File: src/rtl/agc_sync_pkg.sv
`timescale 1ns/1ps
package agc_sync_pkg;

  // control byte bit positions
  localparam int CB_IMM    = 0;
  localparam int CB_INIT   = 1;
  localparam int CB_IGNORE = 2;
  localparam int CB_BYPASS = 3;
  localparam int CB_WSEL   = 4;

  typedef struct packed {
    logic [2:0] wsel;
    logic       bypass;
    logic       ignore_rep;
    logic       init_en;
  } agc_cfg_t;

  // output word length for each width code
  function automatic int word_len(input logic [2:0] code);
    case (code)
      3'd0:    return 4;
      3'd1:    return 5;
      3'd2:    return 6;
      3'd3:    return 7;
      3'd4:    return 8;
      3'd5:    return 10;
      3'd6:    return 12;
      default: return 16;
    endcase
  endfunction

endpackage

File: src/rtl/agc_sync_cfg.sv
`timescale 1ns/1ps
module agc_sync_cfg
  import agc_sync_pkg::*;
#(
  parameter int CW = 8
) (
  input  logic          clk,
  input  logic          rst,
  input  logic          ctrl_we,
  input  logic [6:0]    ctrl_wdata,
  input  logic          hold_we,
  input  logic [CW-1:0] hold_wdata,
  output agc_cfg_t      cfg_q,
  output logic [CW-1:0] hold_q,
  output logic          imm_pend
);

  always_ff @(posedge clk) begin
    if (rst) begin
      cfg_q    <= '0;
      hold_q   <= '0;
      imm_pend <= 1'b0;
    end else begin
      // immediate command lives for one cycle only
      imm_pend <= ctrl_we & ctrl_wdata[CB_IMM];
      if (ctrl_we) begin
        cfg_q.init_en    <= ctrl_wdata[CB_INIT];
        cfg_q.ignore_rep <= ctrl_wdata[CB_IGNORE];
        cfg_q.bypass     <= ctrl_wdata[CB_BYPASS];
        cfg_q.wsel       <= ctrl_wdata[CB_WSEL +: 3];
      end
      if (hold_we) hold_q <= hold_wdata;
    end
  end

endmodule

File: src/rtl/agc_sync_holdoff.sv
`timescale 1ns/1ps
module agc_sync_holdoff #(
  parameter int CW = 8
) (
  input  logic          clk,
  input  logic          rst,
  input  logic          sync_req,
  input  logic          enable,
  input  logic          ignore_rep,
  input  logic [CW-1:0] hold_q,
  input  logic          imm_pend,
  output logic          accept,
  output logic          fire,
  output logic          cnt_idle
);

  localparam logic [CW-1:0] ONE = CW'(1);

  logic [CW-1:0] cnt_q;
  logic          first_q;
  logic          cnt_fire;

  always_comb begin
    accept   = sync_req && enable && (hold_q != '0) && !(ignore_rep && first_q);
    // a fresh sync restarts the delay and overrides an expiring count
    cnt_fire = !accept && (cnt_q == ONE);
    fire     = enable && (imm_pend || cnt_fire || (accept && hold_q == ONE));
    cnt_idle = (cnt_q == '0);
  end

  always_ff @(posedge clk) begin
    if (rst) begin
      cnt_q   <= '0;
      first_q <= 1'b0;
    end else begin
      if (!enable)            cnt_q <= '0;
      else if (accept)        cnt_q <= hold_q - ONE;
      else if (cnt_q != '0)   cnt_q <= cnt_q - ONE;

      if (!ignore_rep)        first_q <= 1'b0;
      else if (accept)        first_q <= 1'b1;
    end
  end

endmodule

File: src/rtl/agc_sync_strobe.sv
`timescale 1ns/1ps
module agc_sync_strobe (
  input  logic clk,
  input  logic rst,
  input  logic fire,
  input  logic init_en,
  output logic dump_o,
  output logic clear_o,
  output logic load_o
);

  always_ff @(posedge clk) begin
    if (rst) begin
      dump_o  <= 1'b0;
      clear_o <= 1'b0;
      load_o  <= 1'b0;
    end else begin
      dump_o  <= fire;
      clear_o <= fire & init_en;
      load_o  <= fire & init_en;
    end
  end

endmodule

File: src/rtl/agc_sync_trunc.sv
`timescale 1ns/1ps
module agc_sync_trunc
  import agc_sync_pkg::*;
#(
  parameter int DW = 23,  // must be at least 16
  parameter int OW = 16
) (
  input  logic          clk,
  input  logic          rst,
  input  logic [2:0]    wsel,
  input  logic [DW-1:0] data_i,
  output logic [OW-1:0] data_o
);

  int          shamt;
  logic [OW-1:0] data_d;

  always_comb begin
    shamt  = DW - word_len(wsel);
    data_d = OW'($signed(data_i) >>> shamt);
  end

  always_ff @(posedge clk) begin
    if (rst) data_o <= '0;
    else     data_o <= data_d;
  end

endmodule

File: src/rtl/agc_sync_ctrl.sv
`timescale 1ns/1ps
module agc_sync_ctrl
  import agc_sync_pkg::*;
#(
  parameter int CW = 8,
  parameter int DW = 23,
  parameter int OW = 16
) (
  input  logic          clk,
  input  logic          rst,
  input  logic          pin_sync_i,
  input  logic          soft_sync_i,
  input  logic          ctrl_we_i,
  input  logic [6:0]    ctrl_wdata_i,
  input  logic          hold_we_i,
  input  logic [CW-1:0] hold_wdata_i,
  input  logic [DW-1:0] data_i,
  output logic          dump_o,
  output logic          clear_o,
  output logic          load_o,
  output logic          loop_bypass_o,
  output logic [OW-1:0] data_o
);

  agc_cfg_t      cfg_q;
  logic [CW-1:0] hold_q;
  logic          imm_pend;
  logic          init_en;
  logic          accept;
  logic          fire;
  logic          cnt_idle;

  assign init_en       = cfg_q.init_en;
  assign loop_bypass_o = cfg_q.bypass;

  agc_sync_cfg #(.CW(CW)) u_cfg (
    .clk        (clk),
    .rst        (rst),
    .ctrl_we    (ctrl_we_i),
    .ctrl_wdata (ctrl_wdata_i),
    .hold_we    (hold_we_i),
    .hold_wdata (hold_wdata_i),
    .cfg_q      (cfg_q),
    .hold_q     (hold_q),
    .imm_pend   (imm_pend)
  );

  agc_sync_holdoff #(.CW(CW)) u_holdoff (
    .clk        (clk),
    .rst        (rst),
    .sync_req   (pin_sync_i | soft_sync_i),
    .enable     (!cfg_q.bypass),
    .ignore_rep (cfg_q.ignore_rep),
    .hold_q     (hold_q),
    .imm_pend   (imm_pend),
    .accept     (accept),
    .fire       (fire),
    .cnt_idle   (cnt_idle)
  );

  agc_sync_strobe u_strobe (
    .clk     (clk),
    .rst     (rst),
    .fire    (fire),
    .init_en (init_en),
    .dump_o  (dump_o),
    .clear_o (clear_o),
    .load_o  (load_o)
  );

  agc_sync_trunc #(.DW(DW), .OW(OW)) u_trunc (
    .clk    (clk),
    .rst    (rst),
    .wsel   (cfg_q.wsel),
    .data_i (data_i),
    .data_o (data_o)
  );

endmodule

File: config.mk
export PLATFORM = sky130hd
export DESIGN_NAME = agc_sync_ctrl
export DESIGN_NICKNAME = d
export VERILOG_FILES = /design/src/rtl/agc_sync_pkg.sv /design/src/rtl/agc_sync_cfg.sv /design/src/rtl/agc_sync_holdoff.sv /design/src/rtl/agc_sync_strobe.sv /design/src/rtl/agc_sync_trunc.sv /design/src/rtl/agc_sync_ctrl.sv
export SDC_FILE = /design/constraint.sdc
export NUM_CORES = 1
export LEC_CHECK = 0
export BUFFER_PORTS_ARGS = -buffer_cell sky130_fd_sc_hd__buf_4
export CORE_MARGIN = 10
export CORE_UTILIZATION = 55
export DETAILED_ROUTE_END_ITERATION = 12
export PLACE_DENSITY = 0.91
export SLEW_MARGIN = 15
export SYNTH_ARGS = -nofsm -noshare
export SYNTH_HDL_FRONTEND = slang
export SYNTH_SLANG_ARGS = --single-unit
export TNS_END_PERCENT = 20
File: constraint.sdc
create_clock -name clk -period 3.6 [get_ports clk]
set_input_delay 0.18 -clock clk [delete_from_list [all_inputs] [get_ports clk]]
set_output_delay 0.18 -clock clk [all_outputs]
set_load 0.02 [all_outputs]
* Yosys cells after proc, flatten, opt, wreduce, memory -nomap -nowiden
Index checks and enable logic that the tools add are counted.
Widths: inputs -> output; s select.
** Storage, ports and cells
- Bits in registers :: 42
- Output and inout bits :: 20
- Input port bits :: 44
- Logic and storage cells :: 48
** Operators by class
- Reductions and logical operators :: 18
- Shifts and indexed selects :: 1
- Equal/unequal tests :: 8
- Bitwise operators :: 4
- Add/subtract/negate cells :: 3
- Mux-type cells :: 3
** Operator list (number)
- $pmux 5 s7 :: 1
- $sshr 23x32->16 :: 1
- $eq 8x1->1 const B :: 2
- $mux 8 :: 2
- $reduce_bool 8->1 :: 2
- $sub 8x1->8 const B :: 2
- $eq 3x3->1 const B :: 3
- $logic_and 1x1->1 :: 7
- $eq 3x2->1 const B :: 2
- $sub 5x5->6 const A :: 1
- $reduce_or 2->1 :: 2
- $eq 3x1->1 const B :: 1
- $logic_not 1->1 :: 3
- $logic_not 3->1 :: 1
- $and 1x1->1 :: 2
- $logic_or 1x1->1 :: 2
- $reduce_bool 2->1 :: 1
- $not 1->1 :: 1
- $or 1x1->1 :: 1

* Longest topological paths before layout
Gate-level depths: netlist (run 1).
- Word-level depth :: 10
- Depth in mapped cells :: 13
- Depth with buffers taken out :: 10

* By module
Synthesis (run 1) repeated with hierarchy kept, for this count alone.
** Unflattened totals
- Cells, all modules :: 414
- Area, all modules :: 3213.1 um2
** Modules (own cells, without submodules)
- agc_sync_trunc :: sequential area each 320.3 um2, cells an instance 270, times used 1, area an instance 1889.3 um2
- agc_sync_holdoff :: sequential area each 180.2 um2, cells an instance 89, times used 1, area an instance 720.7 um2
- agc_sync_cfg :: sequential area each 300.3 um2, cells an instance 48, times used 1, area an instance 530.5 um2
- agc_sync_strobe :: sequential area each 40.0 um2, cells an instance 5, times used 1, area an instance 62.6 um2
- agc_sync_ctrl :: sequential area each 0.0 um2, cells an instance 2, times used 1, area an instance 10.0 um2

* Worst setup path after synthesis (run 1)
No wires, ideal clock.
- Path kind :: register to register
- From :: register u_cfg.cfg_q[5] (netlist name)
- To :: register u_trunc.data_o[5]
- Setup slack :: 0.996 ns
- Cell stages (with the launch flop) :: 13
- Arrival time :: 2.529 ns
- Period minus slack after synthesis :: 2.604 ns
- Setup time :: 0.074 ns
- Path buffers :: 4
- Required time :: 3.526 ns
- Path through :: dfxtp_1 -> buf_4 -> inv_1 -> clkbuf_1 -> nor2_1 -> ha_1 -> buf_2 -> nor2b_1 -> clkbuf_1 -> a221o_1 -> mux2_2 -> or2_1 -> a31oi_1
** On the way
- Word-level cells in the longest chain between the ends :: 4
- Elaborated cells between the ends (all ways) :: 10
- Those cells by class :: add/sub: 1; eq/ne: 6; shift: 1; mux: 1; reduce/logical: 1
** Ends and longest elaborated chain
- $eq 3x3->1 (tied with other cells) :: RTL line agc_sync_pkg.sv:20 : case (code)
- $pmux 5 s7 * :: RTL line agc_sync_pkg.sv:20
- $sub 5x5->6 * :: RTL line agc_sync_trunc.sv:19 : shamt = DW - word_len(wsel);
- $sshr 23x32->16 * :: RTL line agc_sync_trunc.sv:20 : data_d = OW'($signed(data_i) >>> shamt);
- to (signal assigned) :: RTL line agc_sync_trunc.sv:25 : else data_o <= data_d;
- to (decl) :: RTL line agc_sync_trunc.sv:12 : output logic [OW-1:0] data_o
Every way passes the cells marked *; elsewhere a longest branch is shown, timed or not.
A chain may end at the register's enable or synchronous reset.

* Final worst setup path (run 1)
- From :: register u_cfg.cfg_q[5] (netlist name)
- To :: register u_trunc.data_o[12]
** On the way
- Word-level cells in the longest chain between the ends :: 4
- Elaborated cells between the ends (all ways) :: 10
- Those cells by class :: add/sub: 1; eq/ne: 6; shift: 1; mux: 1; reduce/logical: 1
** Ends and longest elaborated chain (RTL line)
- $eq 3x3->1 (tied with other cells) :: agc_sync_pkg.sv:20
- $pmux 5 s7 * :: agc_sync_pkg.sv:20
- $sub 5x5->6 * :: agc_sync_trunc.sv:19
- $sshr 23x32->16 * :: agc_sync_trunc.sv:20
Marked as above.

==> results of run 1 <==
-- power groups by stage --
stage,combinational [mW],sequential (mW),clock [mW]
floorplan,0.302,0.572,0
global placement,0.462,0.553,0
detailed placement,0.469,0.555,0
CTS,0.474,0.544,0.367
global route,0.522,0.550,0.389
finish,0.483,0.545,0.367
-- final timing paths --
path	from	to	slack, ns
worst max register to register	u_cfg.cfg_q[5]	u_trunc.data_o[12]	0.17
worst max-delay path	u_cfg.cfg_q[5]	u_trunc.data_o[12]	0.17
worst min-delay path	hold_wdata_i[0]	u_cfg.hold_q[0]	0.12
worst min register to register	u_cfg.cfg_q[0]	u_strobe.clear_o	0.46
-- sequential cells by signal, summed over array words and instances, names as in the netlist --
| signal | count |
|---|---|
| u_cfg.imm_pend | 1 |
| u_strobe.clear_o | 1 |
| u_strobe.dump_o | 1 |
| u_trunc.data_o | 16 |
| u_holdoff.cnt_q | 8 |
| u_cfg.hold_q | 8 |
| u_holdoff.first_q | 1 |
| u_cfg.cfg_q | 6 |
-- per-layer routing --
layer  up-vias  GRT usage [%]  part of all wire [%]
li1       1548              -                     -
met1      1488           26.4                    41
met2       274           33.9                    43
met3        56           4.80                    11
met4         0           10.6                   4.6
met5         -              0                     0
-- layout make-up --
type / count / area share [%]
Multi-Input combinational cell: 318 / 55.0
Tap cell: 70 / 2.46
Inverter: 13 / 1.37
Sequential cell: 42 / 23.6
Clock buffer: 5 / 1.93
Timing Repair Buffer: 69 / 14.5
Clock inverter: 3 / 1.12
-- cell usage in the layout (no fill, tap or decap), drive strengths merged, types with 6 or more instances in the layout --
cell type / netlist / routed
a211oi: 12 / 12
a31oi: 8 / 8
buf: 16 / 69
inv: 13 / 13
a21oi: 21 / 21
xor2: 8 / 8
o21ai: 19 / 19
dfxtp: 42 / 42
nand2: 35 / 35
nor2: 70 / 70
mux2i: 29 / 29
a221oi: 6 / 6
nor3: 20 / 20
-- cell families after synthesis --
family | share of synthesized area (%)
and+or+nand+nor | 26.5
AOI/OAI and AO/OA | 23.1
buffers and inverters | 6.79
DFF | 28.0
muxes | 10.0
xor gates and xnor gates | 3.50
adders and majority gates | 2.08
-- worst reg2reg max path, cell delays in order (launching register included) --
cell and delay (ns):
dfxtp_1 0.40, buf_4 0.21, nand2_1 0.18, inv_1 0.23
ha_1 0.58, buf_4 0.35, nor2_1 0.08, mux2i_1 0.41
nor2_1 0.07, a2111oi_0 0.53, nor2_1 0.17, nor3_1 0.15
==> flow_metrics.env, run 1 <==
export IMPL_status="finished clean"
export IMPL_ys_types=58
export IMPL_die_y_um=93.9
export IMPL_timing_setup_tns_ns=0
export IMPL_synth_avg_cell_area_um2=7.43
export IMPL_avgViaCountPerCell=6.47
export IMPL_crit_arrival_ns=3.65
export IMPL_ys_warn_count=0
export IMPL_final_setup_worst_slack_ns=0.170
export IMPL_track_usage_pct=21.3
export IMPL_max_slew_margin_pct=45.9
export IMPL_p_sw_uw=477
export IMPL_drc_errors=0
export IMPL_power_density_mw_per_mm2=392
export IMPL_grt_pass1_vias=3148
export IMPL_drive_above_1_share_pct=17.6
export IMPL_post_cts_setup_buffers=0
export IMPL_critPathBufInv=3
export IMPL_ys_ff_latch=42
export IMPL_instances_no_fill=520
export IMPL_synthCells=404
export IMPL_nets=498
export IMPL_worstPathCellList="buf_4 -> nand2_1 -> inv_1 -> ha_1 -> buf_4 -> nor2_1 -> mux2i_1 -> nor2_1 -> a2111oi_0 -> nor2_1 -> nor3_1"
export IMPL_share_seq_of_total_power_pct=39.1
export IMPL_postSynth_asyncResetShare_pct=0
export IMPL_slew_viol_final=0
export IMPL_synth_area_mm2=0.00300
export IMPL_clock_root_buffer="clkbuf_8"
export IMPL_insertion_delay_ns=0.30
export IMPL_drtPass1Iterations=6
export IMPL_pwr_share_comb_pct=34.7
export IMPL_drt_iter0_drc=466
export IMPL_antenna_found_initial=0
export IMPL_syn_num_nets=453
export IMPL_cts_buffer_depth=2
export IMPL_ff_latch_area_um2=841
export IMPL_dpl_hpwl_mm=7.55
export IMPL_multi_input_area_mm2=0.00196
export IMPL_hold_viol=0
export IMPL_fmax_mhz=292
export IMPL_ant_nets=0
export IMPL_critPathCaptureType="register"
export IMPL_path_class="reg2reg"
export IMPL_synth_ff_type="dfxtp_1"
export IMPL_ctsHtreeMaxLevel=2
export IMPL_critPathMaxStageDelay_ns=0.58
export IMPL_setup_viol_count_final=0
export IMPL_routabilityCongestion=1.03
export IMPL_crit_family="buffers and inverters"
export IMPL_hold_buffers=0
export IMPL_postPlaceCellArea_mm2=0.00345
export IMPL_r2r_worst_path_cells=11
export IMPL_cp_start_kind="register"
export IMPL_wl_per_cell_um=19.1
export IMPL_cts_made_buffers=5
export IMPL_worstPathRequired_ns=3.82
export IMPL_synth_edff_count=0
export IMPL_area_delta_synth_final_pct=18.6
export IMPL_port_buffers=63
export IMPL_dieArea_mm2=0.00881
export IMPL_p_int_uw=918
export IMPL_cts_tree="built"
export IMPL_whs_ns=0.117
export IMPL_synth_most_common_cell="nor2_1"
export IMPL_vdd_drop_max_mv=0.222
export IMPL_grt_overflow=0
export IMPL_crit_top_cell="nor2_1"
export IMPL_synth_top_area_share_pct=28.0
export IMPL_hold_depth=3
export IMPL_clock_sinks=42
export IMPL_worstMarginPinSlew_ns=0.791
export IMPL_antennaDiodeCount=0
export IMPL_final_util_pct=68.4
export IMPL_design_area_mm2=0.00356
export IMPL_fin_worst_skew_ns=0.00998
export IMPL_clockPowerShare_pct=26.3
export IMPL_rsz0062_at_grt="false"
export IMPL_synth_commonest_cells="70 x nor2_1, 42 x dfxtp_1, 35 x nand2_1, 29 x mux2i_1, 21 x a21oi_1"
export IMPL_total_leakage_power_nw=1.52
export IMPL_synth_seq_area_share_pct=28.0
export IMPL_wl_mm=9.92
export IMPL_grt_max_degree=38
export IMPL_yosysTopAreaCell="dfxtp_1"
export IMPL_rows=26
export IMPL_min_period_ns=3.43
export IMPL_power_mw=1.39
export IMPL_die_w_um=93.9
export IMPL_netSwitchingFraction_pct=34.2
export IMPL_post_route_period_util_pct=95.3
export IMPL_dpl_worst_slack_ns=0.454
export IMPL_cts_resized=0
export IMPL_max_cap_violations=0
export IMPL_worst_path_stages=11
export IMPL_hold_class="in2reg"
export IMPL_grt_pass1_wl_mm=15.6
export IMPL_worst_path_max_fanout=19
export IMPL_core_area_mm2=0.00520
export IMPL_fillers=458
export IMPL_start_util_pct=57.7
export IMPL_route_vias_total=3366
export IMPL_crit_slowest_cell="ha_1"
export IMPL_synthTopCellsByArea="dfxtp_1 28%, mux2i_1 9.7%, nor2_1 8.8%"
export IMPL_placed_cells=512
export IMPL_clkTransAtPathRegs_ns=0.08
export IMPL_pin_count=64
Power figures use the tool's default switching activity.
==> inputs of run 2 (changes only) <==
--- a/config.mk
+++ b/config.mk
@@ -6,10 +6,11 @@
 export NUM_CORES = 1
 export LEC_CHECK = 0
 export BUFFER_PORTS_ARGS = -buffer_cell sky130_fd_sc_hd__buf_4
+export CORE_ASPECT_RATIO = 1.2
 export CORE_MARGIN = 10
 export CORE_UTILIZATION = 55
 export DETAILED_ROUTE_END_ITERATION = 12
-export PLACE_DENSITY = 0.91
+export PLACE_DENSITY = 0.8
 export SLEW_MARGIN = 15
 export SYNTH_ARGS = -nofsm -noshare
 export SYNTH_HDL_FRONTEND = slang
==> run 2 against run 1 <==
Die area rose by 0.14%. Critical path depth shrank 1. Power shrank 3.5%. Sequential share of layout area fell by 0.24 points. Worst hold slack improved by 0.0013 ns. Maximum frequency grew 18%. Core utilization shrank 0.51 points. Via count is 2.7% lower. Setup slack improved by 0.53 ns. Clock skew about the same. Combinational power barely moved. Largest cell class unchanged.
==> flow_metrics.env, run 2 (synthesis results as in run 1) <==
export IMPL_status="finished clean"
export IMPL_cts_made_buffers=5
export IMPL_cp_start_kind="register"
export IMPL_timing_setup_tns_ns=0
export IMPL_cts_resized=0
export IMPL_grt_pass1_wl_mm=16.9
export IMPL_path_class="reg2reg"
export IMPL_power_density_mw_per_mm2=374
export IMPL_crit_family="simple AND/OR/NAND/NOR gates"
export IMPL_fmax_mhz=345
export IMPL_setup_viol_count_final=0
export IMPL_critPathBufInv=3
export IMPL_total_leakage_power_nw=1.55
export IMPL_final_common_cell="buf_4"
export IMPL_nets=506
export IMPL_post_cts_setup_buffers=0
export IMPL_slew_viol_final=0
export IMPL_largest_reg_flops=16
export IMPL_reg_top3="u_trunc.data_o (16), u_cfg.hold_q (8), u_holdoff.cnt_q (8)"
export IMPL_clock_sinks=42
export IMPL_insertion_delay_ns=0.30
export IMPL_die_w_um=87.4
export IMPL_rows=29
export IMPL_regMostFlops="u_trunc.data_o"
export IMPL_fin_worst_skew_ns=0.00961
export IMPL_vdd_drop_max_mv=0.218
export IMPL_pin_count=64
export IMPL_critPathCaptureType="register"
export IMPL_worstPathRequired_ns=3.81
export IMPL_ant_nets=0
export IMPL_critPathMaxStageDelay_ns=0.65
export IMPL_antennaDiodeCount=0
export IMPL_grt_max_degree=38
export IMPL_max_slew_margin_pct=52.3
export IMPL_dpl_hpwl_mm=8.04
export IMPL_cts_tree="built"
export IMPL_grt_pass1_vias=3340
export IMPL_hold_viol=0
export IMPL_track_usage_pct=23.4
export IMPL_hold_buffers=0
export IMPL_rsz0062_at_grt="false"
export IMPL_drtPass1Iterations=5
export IMPL_clkTransAtPathRegs_ns=0.08
export IMPL_final_util_pct=67.9
export IMPL_worstMarginPinSlew_ns=0.697
export IMPL_grt_overflow=0
export IMPL_dieArea_mm2=0.00882
export IMPL_worstPathCellList="nand2_1 -> nand2_1 -> inv_1 -> ha_1 -> inv_1 -> buf_4 -> and3_1 -> o41ai_1 -> a21oi_1 -> nor3_1"
export IMPL_wl_mm=10.2
export IMPL_min_period_ns=2.90
export IMPL_worst_path_max_fanout=13
export IMPL_post_route_period_util_pct=80.5
export IMPL_hold_class="in2reg"
export IMPL_max_cap_violations=0
export IMPL_area_delta_synth_final_pct=19.8
export IMPL_wl_per_cell_um=19.6
export IMPL_die_y_um=101
export IMPL_drive_above_1_share_pct=19.0
export IMPL_drc_errors=0
export IMPL_drt_iter0_drc=390
export IMPL_layout_common_cells="77 x buf_4, 70 x nor2_1, 42 x dfxtp_1"
export IMPL_routabilityCongestion=1.07
export IMPL_core_area_mm2=0.00530
export IMPL_clock_root_buffer="clkbuf_8"
export IMPL_start_util_pct=56.7
export IMPL_avgViaCountPerCell=6.30
export IMPL_crit_arrival_ns=3.11
export IMPL_port_buffers=63
export IMPL_route_vias_total=3275
export IMPL_antenna_found_initial=0
export IMPL_cts_buffer_depth=2
export IMPL_crit_slowest_cell="o41ai_1"
export IMPL_ctsHtreeMaxLevel=2
export IMPL_whs_ns=0.118
==> run 2: cell count changes in the layout (fill, tap and decap cells not counted), sizes merged <==
cell and delta:
buf +8, clkinv -1, clkinvlp +1, bufinv -1, clkbuf +1
==> run 2: worst paths after layout <==
| path | slack [ns] | to | cells past startpoint | startpoint |
|---|---|---|---|---|
| max reg2reg | 0.70 | u_trunc.data_o[9] | 10 | u_cfg.cfg_q[4] |
| min | 0.12 | u_cfg.hold_q[4] | 3 | hold_wdata_i[4] |
| min reg2reg | 0.46 | u_strobe.clear_o | 1 | u_cfg.cfg_q[0] |
| max | 0.70 | u_trunc.data_o[9] | 10 | u_cfg.cfg_q[4] |
==> run 2: final cells by class <==
type                            instances  area, µm²
Fill cell                             477       1700
Clock inverter                          2       12.5
Multi-Input combinational cell        318       1960
Tap cell                               62       77.6
Sequential cell                        42        841
Clock buffer                            6       82.6
Inverter                               13       48.8
Timing Repair Buffer                   77        578
==> run 2: stage by stage <==
step / worst slack [ns] / cell area (µm²) / power [mW] / cells
6_report: 0.701 / 3600 / 1.35 / 520
3_3_place_gp: 0.904 / 3500 / 1.03 / 512
3_5_place_dp: 0.814 / 3500 / 1.03 / 512
4_1_cts: 0.801 / 3600 / 1.34 / 520
5_1_grt: 0.289 / 3600 / 1.42 / 520
2_1_floorplan: 0.996 / 3000 / 0.875 / 404
==> run 2: metal layers <==
metal  track usage, %  up-vias  routed length [µm]
li1                 -     1566                   -
met1             26.5     1488                3900
met2             39.6      180                4990
met3             4.05       41                 751
met4             14.0        0                 546
met5                0        -                   0
==> run 2: where the power goes <==
group / internal (mW) / switching [mW]
clock network: 0.154 / 0.163
registers: 0.512 / 0.0342
logic: 0.205 / 0.277
total: 0.872 / 0.474
==> run 2: worst min-delay path, delay by kind of cell <==
family | cells | cell delay (ns)
muxes | 1 | 0.05
buffers and inverters | 1 | 0.08
and+or+nand+nor | 1 | 0.07
